<file path="config.mk">
export PLATFORM = sky130hd
export DESIGN_NAME = page_load_ctrl
export DESIGN_NICKNAME = d
export VERILOG_FILES = /design/src/rtl/pgl_pkg.sv /design/src/rtl/pgl_strobe.sv /design/src/rtl/pgl_timer.sv /design/src/rtl/page_load_ctrl.sv
export SDC_FILE = /design/constraint.sdc
export NUM_CORES = 1
export LEC_CHECK = 0
export CORE_AREA = 2 2 82 115
export DETAILED_ROUTE_END_ITERATION = 10
export DIE_AREA = 0 0 84 117
export DONT_BUFFER_PORTS = 1
export MAX_ROUTING_LAYER = met4
export PLACE_DENSITY = 0.73
export SLEW_MARGIN = 20
export SYNTH_ARGS = -nofsm -noshare
export SYNTH_HDL_FRONTEND = slang
export SYNTH_SLANG_ARGS = --single-unit
</file>
<file path="constraint.sdc">
create_clock -name clk -period 2.4 [get_ports clk]
set_clock_uncertainty 0.15 [all_clocks]
set_input_delay 0.72 -clock clk [delete_from_list [all_inputs] [get_ports clk]]
set_output_delay 0.72 -clock clk [all_outputs]
set_load 0.01 [all_outputs]
</file>
<file path="src/rtl/pgl_pkg.sv">
package pgl_pkg;
   typedef enum logic [1:0] {
      PGL_IDLE = 2'd0,
      PGL_LOAD = 2'd1,
      PGL_PROG = 2'd2
   } pgl_state_e;
endpackage

</file>
<file path="src/rtl/pgl_strobe.sv">
module pgl_strobe #(
   parameter int ADDR_W  = 15,
   parameter int DATA_W  = 8,
   parameter int IN_SYNC = 0
) (
   input  logic              clk,
   input  logic              rst_n,
   input  logic              ce_n,
   input  logic              oe_n,
   input  logic              we_n,
   input  logic [ADDR_W-1:0] addr,
   input  logic [DATA_W-1:0] din,
   output logic              commit,
   output logic [ADDR_W-1:0] cap_addr,
   output logic [DATA_W-1:0] cap_data
);
   logic              ce_s, oe_s, we_s;
   logic [ADDR_W-1:0] addr_s;
   logic [DATA_W-1:0] din_s;

   generate
      if (IN_SYNC != 0) begin : g_reg
         always_ff @(posedge clk or negedge rst_n) begin
            if (!rst_n) begin
               ce_s   <= 1'b1;
               oe_s   <= 1'b1;
               we_s   <= 1'b1;
               addr_s <= '0;
               din_s  <= '0;
            end else begin
               ce_s   <= ce_n;
               oe_s   <= oe_n;
               we_s   <= we_n;
               addr_s <= addr;
               din_s  <= din;
            end
         end
      end else begin : g_pass
         always_comb begin
            ce_s   = ce_n;
            oe_s   = oe_n;
            we_s   = we_n;
            addr_s = addr;
            din_s  = din;
         end
      end
   endgenerate

   // qualified write strobe: select and write low, output enable high
   logic act, act_q;
   assign act    = !ce_s && !we_s && oe_s;
   assign commit = act_q && !act;

   always_ff @(posedge clk or negedge rst_n) begin
      if (!rst_n) begin
         act_q    <= 1'b0;
         cap_addr <= '0;
         cap_data <= '0;
      end else begin
         act_q <= act;
         if (act && !act_q) cap_addr <= addr_s;
         if (act)           cap_data <= din_s;
      end
   end
endmodule

</file>
<file path="src/rtl/pgl_timer.sv">
module pgl_timer #(
   parameter int LIMIT = 8
) (
   input  logic clk,
   input  logic rst_n,
   input  logic start,
   input  logic run,
   output logic hit
);
   localparam int CW = $clog2(LIMIT + 1);

   generate
      if (LIMIT < 2) begin : g_bad_limit
         $error("pgl_timer: LIMIT must be at least 2");
      end
   endgenerate

   logic [CW-1:0] cnt;

   assign hit = run && !start && (cnt == CW'(LIMIT - 1));

   always_ff @(posedge clk or negedge rst_n) begin
      if (!rst_n)              cnt <= '0;
      else if (start || !run)  cnt <= '0;
      else if (!hit)           cnt <= cnt + 1'b1;
   end
endmodule

</file>
<file path="src/rtl/page_load_ctrl.sv">
module page_load_ctrl
   import pgl_pkg::*;
#(
   parameter int ADDR_W     = 15,
   parameter int DATA_W     = 8,
   parameter int PAGE_BYTES = 64,
   parameter int LOAD_CYC   = 12500,
   parameter int WRITE_CYC  = 625000,
   parameter int IN_SYNC    = 0,
   localparam int IDX_W     = $clog2(PAGE_BYTES),
   localparam int PAGE_W    = ADDR_W - IDX_W
) (
   input  logic              clk,
   input  logic              rst_n,
   input  logic              ce_n,
   input  logic              oe_n,
   input  logic              we_n,
   input  logic [ADDR_W-1:0] addr,
   input  logic [DATA_W-1:0] din,
   input  logic              wr_allow,
   output logic              buf_we,
   output logic [IDX_W-1:0]  buf_idx,
   output logic [DATA_W-1:0] buf_data,
   output logic              buf_clr,
   output logic [PAGE_W-1:0] prog_page,
   output logic              prog_start,
   output logic              prog_done,
   output logic              busy,
   output logic              ltmr_stat,
   output logic [ADDR_W-1:0] last_addr
);
   generate
      if (PAGE_BYTES < 2 || (PAGE_BYTES & (PAGE_BYTES - 1)) != 0) begin : g_bad_page
         $error("page_load_ctrl: PAGE_BYTES must be a power of two");
      end
      if (ADDR_W <= IDX_W) begin : g_bad_addr
         $error("page_load_ctrl: ADDR_W must exceed the page offset width");
      end
      if (DATA_W < 1) begin : g_bad_data
         $error("page_load_ctrl: DATA_W must be positive");
      end
   endgenerate

   logic              commit;
   logic [ADDR_W-1:0] cap_addr;
   logic [DATA_W-1:0] cap_data;

   pgl_strobe #(
      .ADDR_W (ADDR_W),
      .DATA_W (DATA_W),
      .IN_SYNC(IN_SYNC)
   ) u_strobe (
      .clk     (clk),
      .rst_n   (rst_n),
      .ce_n    (ce_n),
      .oe_n    (oe_n),
      .we_n    (we_n),
      .addr    (addr),
      .din     (din),
      .commit  (commit),
      .cap_addr(cap_addr),
      .cap_data(cap_data)
   );

   pgl_state_e        state;
   logic [PAGE_W-1:0] page_q;
   logic              accept, same_pg, ld_hit, wc_hit;

   assign accept  = commit && wr_allow && (state != PGL_PROG);
   assign same_pg = (cap_addr[ADDR_W-1:IDX_W] == page_q);

   pgl_timer #(.LIMIT(LOAD_CYC)) u_load_tmr (
      .clk  (clk),
      .rst_n(rst_n),
      .start(accept),
      .run  (state == PGL_LOAD),
      .hit  (ld_hit)
   );

   pgl_timer #(.LIMIT(WRITE_CYC)) u_wc_tmr (
      .clk  (clk),
      .rst_n(rst_n),
      .start(ld_hit),
      .run  (state == PGL_PROG),
      .hit  (wc_hit)
   );

   always_ff @(posedge clk or negedge rst_n) begin
      if (!rst_n) begin
         state      <= PGL_IDLE;
         page_q     <= '0;
         last_addr  <= '0;
         buf_we     <= 1'b0;
         buf_idx    <= '0;
         buf_data   <= '0;
         buf_clr    <= 1'b0;
         prog_start <= 1'b0;
         prog_done  <= 1'b0;
      end else begin
         buf_we     <= 1'b0;
         buf_clr    <= 1'b0;
         prog_start <= 1'b0;
         prog_done  <= 1'b0;
         case (state)
            PGL_IDLE: begin
               if (accept) begin
                  state     <= PGL_LOAD;
                  page_q    <= cap_addr[ADDR_W-1:IDX_W];
                  last_addr <= cap_addr;
                  buf_we    <= 1'b1;
                  buf_idx   <= cap_addr[IDX_W-1:0];
                  buf_data  <= cap_data;
               end
            end
            PGL_LOAD: begin
               if (accept) begin
                  if (same_pg) begin
                     last_addr <= cap_addr;
                     buf_we    <= 1'b1;
                     buf_idx   <= cap_addr[IDX_W-1:0];
                     buf_data  <= cap_data;
                  end else begin
                     state   <= PGL_IDLE;
                     buf_clr <= 1'b1;
                  end
               end else if (ld_hit) begin
                  state      <= PGL_PROG;
                  prog_start <= 1'b1;
               end
            end
            PGL_PROG: begin
               if (wc_hit) begin
                  state     <= PGL_IDLE;
                  prog_done <= 1'b1;
                  buf_clr   <= 1'b1;
               end
            end
            default: state <= PGL_IDLE;
         endcase
      end
   end

   assign prog_page = page_q;
   assign busy      = (state == PGL_PROG);
   assign ltmr_stat = (state != PGL_LOAD);
endmodule

</file>
* Yosys cells after proc, flatten, opt, wreduce, memory -nomap -nowiden *
Cells that the tools add are included.

storage, ports and cells
  flip-flop bits (word level) = 102
  input bits = 29
  output and inout port bits = 44
  logic and storage cells = 90

cells by class
  add/subtract/negate cells = 2
  equality and inequality tests = 15
  muxes and demuxes = 34
  reduce and logical (&&, ||, !) cells = 25

operator list
  operator                                       count
  two-way mux 15 bit                             3
  two-way mux 20 bit                             2
  case mux 15 bit (2 select lines)               1
  two-way mux 14 bit                             2
  two-way mux 8 bit                              3
  adder 20 x 1 -> 20 bit, second input constant  1
  == test 20 bit, second input constant          1
  two-way mux 6 bit                              3
  case mux 8 bit (2 select lines)                1
  adder 14 x 1 -> 14 bit, second input constant  1
  == test 14 bit, second input constant          1
  case mux 6 bit (2 select lines)                1
  logical AND 1 bit                              10
  two-way mux 1 bit                              10
  two-way mux 2 bit                              5
  != test 2 bit, second input constant           5
  == test 9 bit                                  1
  logical NOT 1 bit                              8
  AND reduction 4 bit                            2
  != test 2 x 1 -> 1 bit, second input constant  3
  case mux 2 bit (3 select lines)                1
  case mux 1 bit (2 select lines)                2
  != test 3 x 2 -> 1 bit, second input constant  1
  != test 3 bit, second input constant           1
  other kinds (6)                                7

* Depth between registers and ports, before layout *
  depth in word-level cells = 15
  depth in mapped cells = 8
  depth with buffers taken out = 7

* Modules after synthesis *
A second synthesis with hierarchy kept.

second synthesis, totals
  cells, all modules = 374
  area total of the unflattened synthesis = 4525.6 um2

by module, submodules not included
  module                   times used  cells an instance  area each (um2)  sequential area each (um2)
  page_load_ctrl           1           124                1746.7           950.9
  pgl_timer at u_wc_tmr    1           123                1107.3           500.5
  pgl_strobe               1           52                 913.4            600.6
  pgl_timer at u_load_tmr  1           75                 758.2            350.3

* Least setup slack after synthesis *
OpenSTA, ideal clock, no wires.

  path type = input port to flip-flop
  start = input we_n
  end = register u_strobe.cap_addr[10]
  setup time = 125 ps
  arrival time = 2237 ps
  required time = 2125 ps
  setup slack = -111 ps
  stages = 6
  buffers on the path = 3
  cell sequence = nor3b_1 buf_2 nor2b_1 clkbuf_1 buf_2 mux2_2

on the way
  longest elaborated chain between the ends = 4

ends and longest elaborated chain
  element                          RTL line              source
  start, declared                  page_load_ctrl.sv:17  input logic we_n,
  logical NOT 1 bit                pgl_strobe.sv:51      assign act = !ce_s && !we_s && oe_s;
  logical AND 1 bit (2 in series)  pgl_strobe.sv:51
  named net u_strobe.act           pgl_strobe.sv:50      logic act, act_q;
  logical AND 1 bit                pgl_strobe.sv:61      if (act && !act_q) cap_addr <= addr_s;
  end signal, assigned             pgl_strobe.sv:61
  end, declared                    pgl_strobe.sv:14      output logic [ADDR_W-1:0] cap_addr,

The timed path passes the listed nets, and every way through them passes these cells.
A chain may end at the register's enable or synchronous reset.

* Final worst setup path *
  start = register state[0]
  end = register last_addr[6]

on the way
  longest elaborated chain between the ends = 4
  elaborated cells on any way between the ends = 10
  classes of those cells = eq/ne (5); mux (1); reduce/logical (4)

ends and longest elaborated chain
  element                           RTL line               source
  start, declared                   page_load_ctrl.sv:65   pgl_state_e state;
  start signal, assigned            page_load_ctrl.sv:90   state <= PGL_IDLE;
  start signal, assigned            page_load_ctrl.sv:107  state <= PGL_LOAD;
  start signal, assigned            page_load_ctrl.sv:123  state <= PGL_IDLE;
  != test 2 bit                     page_load_ctrl.sv:69   assign accept = commit && wr_allow && (state != PGL_PROG);
  logical AND 1 bit                 page_load_ctrl.sv:69
  != test 2 x 1 -> 1 bit (no line)  -
  AND reduction 4 bit (no line)     -
  end signal, assigned              page_load_ctrl.sv:109  last_addr <= cap_addr;
  end signal, assigned              page_load_ctrl.sv:118  last_addr <= cap_addr;
  end, declared                     page_load_ctrl.sv:30   output logic [ADDR_W-1:0] last_addr

Parallel ways exist; a longest one is shown, timed or not.

==> flow_metrics.env <==
export IMPL_comb_power_share_pct=15.7
export IMPL_violations="hold timing"
export IMPL_vias=2545
export IMPL_cts_tree="built"
export IMPL_synth_cells=341
export IMPL_avgSynthCellArea_um2=12.7
export IMPL_irDropWorstVdd_mv=0.905
export IMPL_gp_congestion=0.792
export IMPL_fin_crit_sh_pct=97.1
export IMPL_io_buffer_count=0
export IMPL_worstSetupEndpointType="flip-flop"
export IMPL_synth_edf_count=0
export IMPL_drc=0
export IMPL_first_pass_iters=4
export IMPL_insertion_delay_ns=0.34
export IMPL_critPathLaunchType="flip-flop"
export IMPL_grt_pass1_vias=2568
export IMPL_nNetsFinal=385
export IMPL_drive_gt1_share_pct=26.1
export IMPL_path_clk_slew_ns=0.06
export IMPL_yosysUniqueCellTypes=41
export IMPL_hold_viol=96
export IMPL_hold_class="primary input to async pin"
export IMPL_switching_share_pct=28.8
export IMPL_htree_levels=3
export IMPL_cts_buffers=9
export IMPL_ant_nets=0
export IMPL_wl_per_cell_um=17.6
export IMPL_areaGrowthSynthToFinish_pct=10.9
export IMPL_cp_cell_sequence="inv_1 > ha_1 > nor4_4 > or4b_4 > o21a_4 > mux2_4"
export IMPL_path_class="flip-flop to flip-flop"
export IMPL_die_area_um2=9830
export IMPL_drtIter0Drc=187
export IMPL_crit_arrival_ns=2.41
export IMPL_critPathBufInv=1
export IMPL_critPathTopFamily="simple AND/OR/NAND/NOR gates"
export IMPL_power_switching_w=0.00133
export IMPL_grt_overflow=0
export IMPL_min_period_ns=2.33
export IMPL_synth_mux_area_fraction_pct=16.6
export IMPL_setup_violations_final=0
export IMPL_synth_area_um2=4320
export IMPL_yosys_area_share_simple_pct=13.0
export IMPL_p_leak_nw=2.13
export IMPL_chipWidth_um=84
export IMPL_cts_root_buf="clkbuf_16"
export IMPL_slew_viol_final=0
export IMPL_max_cap_viol_count=0
export IMPL_synth_top_family_by_area="multiplexers"
export IMPL_grt_usage_pct=17.8
export IMPL_async_flop_share_pct=100
export IMPL_final_common_cell="dfrtp_1"
export IMPL_grt_max_degree=97
export IMPL_synth_seq_cells=96
export IMPL_io_pin_count=73
export IMPL_crit_required_ns=2.47
export IMPL_p_per_area_nw_per_um2=965
export IMPL_die_h_um=117
export IMPL_core_area_um2=8870
export IMPL_via_per_inst=5.50
export IMPL_yosys_warnings=0
export IMPL_seq_power_share_pct=53.1
export IMPL_wirelength_um=8140
export IMPL_initial_core_util_pct=48.6
export IMPL_synth_xor_area_share_pct=7.71
export IMPL_diodes=0
export IMPL_timing_slew_headroom_pct=73.3
export IMPL_ys_flop_type="dfrtp_1"
export IMPL_pwr_share_clk_pct=31.2
export IMPL_slowest_delay_ns=0.55
export IMPL_cts_path_max_buffers=2
export IMPL_antenna_found_initial=0
export IMPL_finalSetupTns_ns=0
export IMPL_nFillCells=742
export IMPL_layout_common_cells="dfrtp_1 (96), nor2_1 (36), mux2_2 (35), mux2_4 (20)"
export IMPL_synth_compound_area_share_pct=2.26
export IMPL_worst_pin_slew_ns=0.394
export IMPL_dpl_hpwl_um=5450
export IMPL_synth_nets=375
export IMPL_fin_ws_ns=0.0693
export IMPL_synth_fa_ha_area_share_pct=1.45
export IMPL_slowest_stage="or4b_4"
export IMPL_dp_slack_ns=-0.0907
export IMPL_worst_hold_slack_ns=-0.0811
export IMPL_grt_pass1_wl_um=13000
export IMPL_p_int_w=0.00329
export IMPL_outcome="complete, but fails checks"
export IMPL_num_rows=41
export IMPL_fmax_mhz=429
export IMPL_cts_sinks=96
export IMPL_ys_seq_area_share_pct=55.7
export IMPL_path_max_fanout=6
[synth_stat cells, types with 4 or more instances]
| cell | n | area share [%] |
|---|---|---|
| dfrtp_1 | 96 | 56 |
| nor2_1 | 36 | 3.1 |
| mux2_2 | 35 | 9.1 |
| mux2_4 | 20 | 7.0 |
| xnor2_1 | 19 | 3.9 |
| xor2_1 | 19 | 3.9 |
| nand2_1 | 17 | 1.5 |
| nand3_1 | 11 | 1.3 |
| and3_1 | 9 | 1.3 |
| nand4_1 | 8 | 1.2 |
| buf_4 | 6 | 1.0 |
| clkbuf_1 | 6 | 0.52 |
| inv_1 | 6 | 0.52 |
| nor3_1 | 6 | 0.70 |
| ha_1 | 5 | 1.4 |
| a21oi_1 | 4 | 0.46 |
| o21ai_0 | 4 | 0.46 |
[per-layer routing]
layer  global-route usage [%]  vias up  wire [um]
li1                         -     1190          -
met1                     21.5     1281       3530
met2                     27.4       56       4010
met3                     5.26       18        359
met4                     9.25        0        241
met5                        -        -          0
[area by class of cell]
class / instances / area, um2 / share of cell area (%)
flip-flops and latches: 96 / 2400 / 50.2
multi-input cells: 225 / 1830 / 38.2
clock buffers: 10 / 239 / 4.99
well taps: 107 / 134 / 2.80
repair buffers: 13 / 97.6 / 2.04
clock inverters: 6 / 65.1 / 1.36
inverters: 6 / 22.5 / 0.470
[power by group through the flow]
stage | sequential (W) | clock [W] | combinational (W)
detailed placement | 0.00249 | 0 | 0.000713
CTS | 0.00246 | 0.00148 | 0.000719
floorplan | 0.00234 | 0 | 0.000705
global placement | 0.00247 | 0 | 0.000677
global route | 0.00251 | 0.00155 | 0.000792
finish | 0.00245 | 0.00144 | 0.000724
[cell families after synthesis]
kind of cell,Yosys count
multiplexers,57
buffers and inverters,23
AND/OR/NAND/NOR,108
adder cells (fa/ha/maj),5
XOR/XNOR,38
flip-flops,96
AO/OA/AOI/OAI,14
[repair_timing]
item	4_1_cts	5_1_grt
gates cloned	1	2
gates resized for setup	1	3
buffers inserted	0	1
endpoints found under the hold margin	96	96
endpoints found under the setup margin	23	23
pin swaps	0	1
[worst paths after layout]
path | endpoint | slack (ns) | start | cells past startpoint
min in group clk | buf_data[3]$_DFFE_PN0P_ | 0.35 | u_strobe.cap_data[3]$_DFFE_PN0P_ | 1
min reg2reg | buf_data[3]$_DFFE_PN0P_ | 0.35 | u_strobe.cap_data[3]$_DFFE_PN0P_ | 1
max in group asynchronous | u_wc_tmr.cnt[0]$_DFFE_PN0P_ | 2.04 | rst_n | 0
min | buf_data[1]$_DFFE_PN0P_ | -0.08 | rst_n | 0
max reg2reg | last_addr[6]$_DFFE_PN0P_ | 0.07 | state[0]$_DFFE_PN0P_ | 6
max | last_addr[6]$_DFFE_PN0P_ | 0.07 | state[0]$_DFFE_PN0P_ | 6
[sequential cells by signal (all words and copies together), names as in the netlist]
register           flops
buf_clr                1
u_wc_tmr.cnt          20
prog_page              9
buf_data               8
prog_start             1
buf_idx                5
prog_done              1
u_strobe.act_q         1
last_addr             10
u_load_tmr.cnt        14
u_strobe.cap_data      8
u_strobe.cap_addr     15
buf_we                 1
state                  2
[per-stage QoR]
stage | instances | power (W) | area (um2) | util (%) | hold WS, ns
2_1_floorplan | 341 | 0.00305 | 4320 | - | 0.274
3_3_place_gp | 443 | 0.00315 | 4420 | 49.8 | 0.276
3_5_place_dp | 443 | 0.00320 | 4420 | 49.8 | 0.276
4_1_cts | 460 | 0.00466 | 4740 | 53.4 | -0.0969
5_1_grt | 463 | 0.00485 | 4790 | 53.9 | -0.102
6_report | 463 | 0.00462 | 4790 | 53.9 | -0.0811
Power figures use the tool's default switching activity.
